===== src/rtl/mca_pkg.sv =====
package mca_pkg;

  typedef enum logic [2:0] {
    CMD_IDLE    = 3'd0,
    CMD_INIT    = 3'd1,
    CMD_REFRESH = 3'd2,
    CMD_WRITE   = 3'd3,
    CMD_READ    = 3'd4
  } mcmd_e;

  typedef enum logic [1:0] {
    PH_START = 2'd0,
    PH_READY = 2'd1,
    PH_BUSY  = 2'd2
  } phase_e;

endpackage


===== src/rtl/mca_refresh_timer.sv =====
module mca_refresh_timer #(
  parameter int CNT_W = 16
) (
  input  logic             clk,
  input  logic             rst,
  input  logic [CNT_W-1:0] reload_len,
  input  logic             reload,
  output logic             due
);

  logic [CNT_W-1:0] remain_q;

  always_ff @(posedge clk) begin
    if (rst) begin
      remain_q <= reload_len;
    end else if (reload) begin
      remain_q <= reload_len;
    end else if (remain_q != '0) begin
      remain_q <= remain_q - 1'b1;
    end
  end

  assign due = (remain_q == '0);

endmodule


===== src/rtl/mca_priority_pick.sv =====
module mca_priority_pick
  import mca_pkg::*;
(
  input  logic  init_done,
  input  logic  refresh_due,
  input  logic  wr_pkt_ready,
  input  logic  rd_req,
  output mcmd_e pick,
  output logic  pick_any
);

  always_comb begin
    pick     = CMD_IDLE;
    pick_any = 1'b0;
    if (!init_done) begin
      pick     = CMD_INIT;
      pick_any = 1'b1;
    end else if (refresh_due) begin
      pick     = CMD_REFRESH;
      pick_any = 1'b1;
    end else if (wr_pkt_ready) begin
      pick     = CMD_WRITE;
      pick_any = 1'b1;
    end else if (rd_req) begin
      pick     = CMD_READ;
      pick_any = 1'b1;
    end
  end

endmodule


===== src/rtl/mca_issue_fsm.sv =====
module mca_issue_fsm
  import mca_pkg::*;
#(
  parameter int BEAT_W    = 5,
  parameter int PKT_BEATS = 24,
  parameter int RD_BEATS  = 8
) (
  input  logic              clk,
  input  logic              rst,
  input  mcmd_e             pick,
  input  logic              pick_any,
  input  logic              ctrl_done,
  output logic              cmd_valid,
  output logic [2:0]        cmd_code,
  output logic [BEAT_W-1:0] cmd_beats,
  output logic              wr_permit,
  output logic              rd_grant,
  output logic              init_done,
  output logic              refresh_ack
);

  phase_e            phase_q;
  mcmd_e             code_q;
  logic [BEAT_W-1:0] beats_q;
  logic              valid_q, permit_q, grant_q, init_q;

  function automatic logic [BEAT_W-1:0] burst_of(input mcmd_e c);
    unique case (c)
      CMD_WRITE: burst_of = BEAT_W'(PKT_BEATS);
      CMD_READ:  burst_of = BEAT_W'(RD_BEATS);
      default:   burst_of = '0;
    endcase
  endfunction

  always_ff @(posedge clk) begin
    if (rst) begin
      phase_q  <= PH_START;
      code_q   <= CMD_IDLE;
      beats_q  <= '0;
      valid_q  <= 1'b0;
      permit_q <= 1'b0;
      grant_q  <= 1'b0;
      init_q   <= 1'b0;
    end else begin
      valid_q  <= 1'b0;
      permit_q <= 1'b0;
      grant_q  <= 1'b0;
      unique case (phase_q)
        PH_START, PH_READY: begin
          if (pick_any) begin
            valid_q  <= 1'b1;
            code_q   <= pick;
            beats_q  <= burst_of(pick);
            permit_q <= (pick == CMD_WRITE);
            grant_q  <= (pick == CMD_READ);
            phase_q  <= PH_BUSY;
          end
        end
        PH_BUSY: begin
          if (ctrl_done) begin
            if (code_q == CMD_INIT) init_q <= 1'b1;
            code_q  <= CMD_IDLE;
            beats_q <= '0;
            phase_q <= PH_READY;
          end
        end
        default: phase_q <= PH_START;
      endcase
    end
  end

  assign refresh_ack = (phase_q == PH_BUSY) && ctrl_done && (code_q == CMD_REFRESH);
  assign cmd_valid   = valid_q;
  assign cmd_code    = code_q;
  assign cmd_beats   = beats_q;
  assign wr_permit   = permit_q;
  assign rd_grant    = grant_q;
  assign init_done   = init_q;

endmodule


===== src/rtl/mem_cmd_arbiter.sv =====
module mem_cmd_arbiter
  import mca_pkg::*;
#(
  parameter int CNT_W     = 16,
  parameter int PKT_BEATS = 24,
  parameter int RD_BEATS  = 8,
  localparam int MAX_BEATS = (PKT_BEATS > RD_BEATS) ? PKT_BEATS : RD_BEATS,
  localparam int BEAT_W    = $clog2(MAX_BEATS + 1)
) (
  input  logic              clk,
  input  logic              rst,
  input  logic [CNT_W-1:0]  refresh_interval,
  input  logic              wr_pkt_ready,
  input  logic              rd_req,
  input  logic              ctrl_done,
  output logic              cmd_valid,
  output logic [2:0]        cmd_code,
  output logic [BEAT_W-1:0] cmd_beats,
  output logic              wr_permit,
  output logic              rd_grant
);

  logic  refresh_due;
  logic  refresh_ack;
  logic  init_done;
  mcmd_e pick;
  logic  pick_any;

  mca_refresh_timer #(.CNT_W(CNT_W)) u_timer (
    .clk        (clk),
    .rst        (rst),
    .reload_len (refresh_interval),
    .reload     (refresh_ack),
    .due        (refresh_due)
  );

  mca_priority_pick u_pick (
    .init_done    (init_done),
    .refresh_due  (refresh_due),
    .wr_pkt_ready (wr_pkt_ready),
    .rd_req       (rd_req),
    .pick         (pick),
    .pick_any     (pick_any)
  );

  mca_issue_fsm #(
    .BEAT_W    (BEAT_W),
    .PKT_BEATS (PKT_BEATS),
    .RD_BEATS  (RD_BEATS)
  ) u_fsm (
    .clk         (clk),
    .rst         (rst),
    .pick        (pick),
    .pick_any    (pick_any),
    .ctrl_done   (ctrl_done),
    .cmd_valid   (cmd_valid),
    .cmd_code    (cmd_code),
    .cmd_beats   (cmd_beats),
    .wr_permit   (wr_permit),
    .rd_grant    (rd_grant),
    .init_done   (init_done),
    .refresh_ack (refresh_ack)
  );

endmodule


===== config.mk =====
export PLATFORM = sky130hd
export DESIGN_NAME = mem_cmd_arbiter
export DESIGN_NICKNAME = d
export VERILOG_FILES = /design/src/rtl/mca_pkg.sv /design/src/rtl/mca_refresh_timer.sv /design/src/rtl/mca_priority_pick.sv /design/src/rtl/mca_issue_fsm.sv /design/src/rtl/mem_cmd_arbiter.sv
export SDC_FILE = /design/constraint.sdc
export NUM_CORES = 1
export LEC_CHECK = 0
export CAP_MARGIN = 20
export CORE_ASPECT_RATIO = 0.8
export CORE_MARGIN = 1
export CORE_UTILIZATION = 40
export DETAILED_ROUTE_END_ITERATION = 10
export PLACE_DENSITY = 0.73
export SLEW_MARGIN = 10
export SYNTH_ARGS = -nofsm -noshare
export SYNTH_HDL_FRONTEND = slang
export SYNTH_SLANG_ARGS = --single-unit
export TNS_END_PERCENT = 10

===== constraint.sdc =====
create_clock -name clk -period 4.1 [get_ports clk]
set_input_delay 0.82 -clock clk [delete_from_list [all_inputs] [get_ports clk]]
set_output_delay 0.82 -clock clk [all_outputs]
set_load 0.05 [all_outputs]

== After elaboration in Yosys (flattened, before gate mapping) ==
Index checks and enable logic that the tools add are counted.
Word-level totals
  flip-flop bits (word level): 30
  bits of input ports: 21
  output and inout port bits: 11
  logic and storage cells: 54
Operators by class
  reduce and logical (&&, ||, !) cells: 13
  multiplexer cells: 22
  equal/unequal tests: 8
  add/subtract/negate cells: 1
  bitwise gates (word level): 2
Operators by type and width (count)
  2-to-1 mux 16 bit: 3
  case mux 5 bit (2 select lines): 2
  2-to-1 mux 3 bit: 6
  logical NOT 16 bit: 1
  nonzero test 16 bit: 1
  subtractor 16 x 1 -> 16 bit, second input constant: 1
  2-to-1 mux 5 bit: 2
  equality test 3 x 2 -> 1 bit, second input constant: 2
  case mux 3 bit (2 select lines): 1
  AND reduction 3 bit: 2
  2-to-1 mux 1 bit: 5
  2-to-1 mux 2 bit: 2
  inequality test 2 bit, second input constant: 2
  case mux 2 bit (2 select lines): 1
  OR reduction 2 bit: 2
  equality test 3 x 1 -> 1 bit, second input constant: 1
  equality test 3 bit, second input constant: 1
  nonzero test 3 bit: 1
  OR reduction 3 bit: 1
  equality test 2 x 1 -> 1 bit, second input constant: 1
  equality test 2 bit, second input constant: 1
  logical AND 1 bit: 2
  logical NOT 2 bit: 1
  NOT 1 bit: 2
  2 further kinds: 2

== Depth between registers and ports, before layout ==
  depth after elaboration: 8
  mapped depth: 6

== Modules after synthesis ==
From an unflattened synthesis, not the netlist that was laid out.
Unflattened totals
  cells, all modules: 145
  area total of the unflattened synthesis: 1426.4 µm²
By module, submodules not included
  mca_refresh_timer: area each 945.9 µm², instances 1, cells an instance 92
  mca_issue_fsm: area each 445.4 µm², instances 1, cells an instance 47
  mca_priority_pick: area each 35.0 µm², instances 1, cells an instance 6

== Least setup slack after synthesis ==
No wires, ideal clock.
  kind: input to register
  start point: input port ctrl_done
  end point: register u_timer.remain_q[0], enable pin
  buffers on the path: 1
  stages: 4
  slack: 1.748 ns
  data arrival time: 1.988 ns
  data required time: 3.736 ns
  cell sequence: and4bb_2 a31oi_1 clkbuf_1 nand2_1
Between the ends
  longest elaborated chain between the ends: 3
RTL lines
  start: declaration: line mem_cmd_arbiter.sv:15  | input logic ctrl_done,
  logical AND 1 bit (2 in a row): line mca_issue_fsm.sv:72  | assign refresh_ack = (phase_q == PH_BUSY) && ctrl_done && (code_q == CMD_REFRESH);
  nonzero test 3 bit (no line)
  end signal: assignment: line mca_refresh_timer.sv:15  | remain_q <= reload_len;
  end signal: assignment: line mca_refresh_timer.sv:17  | remain_q <= reload_len;
  end signal: assignment: line mca_refresh_timer.sv:19  | remain_q <= remain_q - 1'b1;
  end: declaration: line mca_refresh_timer.sv:11  | logic [CNT_W-1:0] remain_q;
No other way between the ends.
A chain may end at the register's enable or synchronous reset.

== Worst setup path after layout ==
  start point: input port ctrl_done
  end point: register u_timer.remain_q[6], enable pin
The elaborated chain is that of the path after synthesis.

==> results.py <==
metrics = {
    "status": {
        "outcome": "finished clean",
    },
    "route": {
        "totalWireLength_microns": 3010,
        "total_vias_in_the_final_route": 1134,
        "antenna_violating_nets_post_route": 0,
        "drc_markers": 0,
        "drt_first_pass_iters": 4,
        "maxUsedRoutingLayer": "met4",
        "drt_iter0_drc": 77,
        "m1_wire_length_microns": 1470,
        "route.met2.wl_microns": 1370,
        "wl_per_cell_microns": 14.4,
        "routed_via_density": 5.45,
        "route.met3.wl_microns": 135,
    },
    "clocking": {
        "tritoncts_clock_tree": "done",
        "cts.sink_count": 27,
        "cts_inserted_buffers": 3,
        "ctsLongestPathBuffers": 2,
        "cts_clock_pin_slew_for_the_worst_setup_and_hold_paths_ns": 0.09,
        "ctsRootBufferMaster": "sky130_fd_sc_hd__clkbuf_8",
        "hold_buffers": 0,
        "worstSkewPairLatency_ns": 0.27,
        "cts_resized": 0,
        "cts_htree_levels": 1,
        "postCtsSetupBuffers": 0,
    },
    "pwr": {
        "report.power.total_uw": 594,
        "standby_leakage_power_uw": 0.000600,
        "internal_power_uw": 432,
        "comb_power_share_pct": 17.1,
        "powerDensity_nw_per_um2": 333,
        "power_switching_uw": 162,
        "seq_power_share_pct": 57.5,
        "sw_frac_of_total_pct": 27.3,
        "share_clk_of_total_power_pct": 25.4,
        "vdd_ir_drop_max_v": 0.000198,
    },
    "global_route": {
        "grt_overflow_total": 0,
        "grt_pass1_vias": 1052,
        "grt_antenna_before_repair": 0,
        "gr_util_all_layers_pct": 16.8,
        "grt_start_max_net_pins": 33,
        "wire_length_of_the_first_global_routing_pass_microns": 4810,
    },
    "timing": {
        "final_max_slew_violation_count": 0,
        "finClkSkew_ns": 0.00388,
        "final_min_period_over_clock_period_pct": 64.9,
        "final-setup-viol-count": 0,
        "setup_slack_ns": 1.44,
        "transition_time_of_the_tightest_slew_check_pin_ns": 0.706,
        "report.final.hold_viol_count": 0,
        "final.min_clock_period_ns": 2.66,
        "fmax_mhz": 376,
        "grt_setup_unrepaired": "false",
        "worst_slew_margin_rel_pct": 52.8,
        "finalSetupTns_ns": 0,
    },
    "worst_setup_path": {
        "cpMaxStageDelayCell": "sky130_fd_sc_hd__nand2_1",
        "critical-path-max-stage-delay_ns": 0.50,
        "critPathRequiredTime_ns": 3.96,
        "critical_path.max_fanout": 32,
        "cp_cell_sequence": "clkdlybuf4s50_1 -> and4bb_2 -> a31oi_2 -> buf_4 -> nand2_1",
        "critPathTopFamily": "simple AND/OR/NAND/NOR gates",
        "worst_setup_path_start_kind": "input port",
        "worstPathArrival_ns": 2.53,
        "critical_path.n_buffers_inverters": 2,
        "worstSetupPathType": "in2reg",
        "crit_path_end_kind": "flip-flop",
        "reg2reg_setup_slack_ns": 1.65,
    },
    "yosys": {
        "synth-edff-count": 16,
        "post-synth-top-area-fraction_pct": 33.8,
        "synthesized_area_sq_um": 1420,
        "synthDominantAreaCellType": "sky130_fd_sc_hd__edfxtp_1",
        "async_reset_ff_share_pct": 0,
        "synth_ff_type": "sky130_fd_sc_hd__edfxtp_1",
        "synth_warnings": 0,
        "syn-instance-count": 139,
        "syn_avg_cell_area_sq_um": 10.2,
        "synth.top_cells.by_area": "sky130_fd_sc_hd__edfxtp_1, sky130_fd_sc_hd__dfxtp_1, sky130_fd_sc_hd__nor2_1, sky130_fd_sc_hd__a21oi_1, sky130_fd_sc_hd__xor2_1",
        "yosysSeqAreaShare_pct": 49.3,
        "synthTopCellsByCount": "sky130_fd_sc_hd__nor2_1, sky130_fd_sc_hd__edfxtp_1, sky130_fd_sc_hd__a21oi_1",
        "cell_variety_after_synth": 42,
        "postSynthRegisterBits": 27,
        "yosysMostFrequentCell": "sky130_fd_sc_hd__nor2_1",
    },
    "floorplanning": {
        "floorplan.io_pins": 32,
        "core_sq_um": 3240,
        "row_count": 18,
        "height_of_the_chip_microns": 55.3,
        "initial_core_util_pct": 43.9,
        "fp.dieArea_sq_um": 3800,
        "floorplan.die.width_microns": 68.7,
    },
    "run": {
        "max_cap_viol_count": 0,
    },
    "layout": {
        "synthToLayoutAreaGrowth_pct": 25.3,
        "num-fill-cells": 291,
        "num-nets-final": 191,
        "antennaDiodeCount": 0,
        "drive_gt1_share_pct": 8.93,
    },
    "min_path": {
        "hold_path_class": "reg2reg",
    },
    "place": {
        "portBuffers": 28,
        "dp_hpwl_microns": 2200,
        "gp_congestion": 0.782,
        "place_ws_ns": 1.15,
    },
}
worst reg2reg max path, delay by kind of cell, from the launching register on:
kind	cells	cell delay, ns
flops	1	0.44
fa+ha+maj	1	0.18
simple gates	3	1.33
buf+inv	1	0.11
kinds of logic after synthesis:
group | share of synthesized area [%]
adder cells (fa/ha/maj) | 0.879
buffers and inverters | 3.87
flip-flops | 49.3
other | 0.264
AND/OR/NAND/NOR | 23.8
AO/OA/AOI/OAI | 15.0
multiplexers | 0.792
XOR/XNOR | 6.16
placed cells by master (no fill, tap or decap), types with 2 or more instances in the layout:
master                            instances
sky130_fd_sc_hd__clkdlybuf4s50_1         28
sky130_fd_sc_hd__nor2_1                  23
sky130_fd_sc_hd__edfxtp_1                16
sky130_fd_sc_hd__a21oi_1                 14
sky130_fd_sc_hd__dfxtp_1                 11
sky130_fd_sc_hd__xor2_1                   7
sky130_fd_sc_hd__nand2_1                  7
sky130_fd_sc_hd__a31oi_1                  6
sky130_fd_sc_hd__inv_1                    5
sky130_fd_sc_hd__nand3_1                  3
sky130_fd_sc_hd__xnor2_1                  3
sky130_fd_sc_hd__conb_1                   3
sky130_fd_sc_hd__clkbuf_8                 3
sky130_fd_sc_hd__nor4_4                   2
sky130_fd_sc_hd__nand4_1                  2
sky130_fd_sc_hd__o41ai_1                  2
sky130_fd_sc_hd__nand3b_1                 2
sky130_fd_sc_hd__o21ai_0                  2
sky130_fd_sc_hd__nor2b_1                  2
sky130_fd_sc_hd__a31o_1                   2
sky130_fd_sc_hd__a32o_1                   2
layout make-up:
class / count / area, sq um / share of cell area, %
inverter: 5 / 18.8 / 1.05
tap: 40 / 50.0 / 2.81
timing repair buffer: 29 / 288 / 16.1
multi-input combinational: 103 / 681 / 38.2
clock buffer: 4 / 45.0 / 2.53
sequential: 27 / 701 / 39.3
path summary, 6_finish.rpt:
kind | to | from | depth (start not counted)
max | u_timer.remain_q[6] | ctrl_done | 5
max reg2reg | u_timer.remain_q[6] | u_timer.remain_q[0] | 5
min | u_fsm.cmd_beats[4] | u_fsm.cmd_beats[4] | 1
min reg2reg | u_fsm.cmd_beats[4] | u_fsm.cmd_beats[4] | 1
power groups by stage:
stage	logic, uW	registers (uW)	clock network (uW)
finish	101	342	151
global route	110	346	168
CTS	102	341	154
detailed placement	101	347	0
global placement	98.2	344	0
floorplan	57.6	350	0
registers in the layout, summed over array words and instances (netlist names):
name,cells
u_timer.remain_q,16
u_fsm.wr_permit,1
u_fsm.rd_grant,1
u_fsm.cmd_valid,1
u_fsm.cmd_code,3
u_fsm.phase_q,2
u_fsm.init_done,1
u_fsm.cmd_beats,2
metrics by stage:
stage          hold WS (ns)  instance area [sq um]  util [%]  std cells
2_1_floorplan         0.487                   1430         -        141
5_1_grt               0.511                   1780      55.0        208
4_1_cts               0.490                   1780      55.0        208
3_3_place_gp          0.462                   1740      53.6        204
6_report              0.484                   1780      55.0        208
3_5_place_dp          0.469                   1740      53.6        204
metal layers:
| metal | GRT usage, % | up-vias |
|---|---|---|
| met4 | 3.57 | 0 |
| li1 | - | 572 |
| met2 | 24.1 | 27 |
| met5 | 0 | - |
| met3 | 5.17 | 4 |
| met1 | 24.6 | 531 |
(Power assumes the default switching activity.)
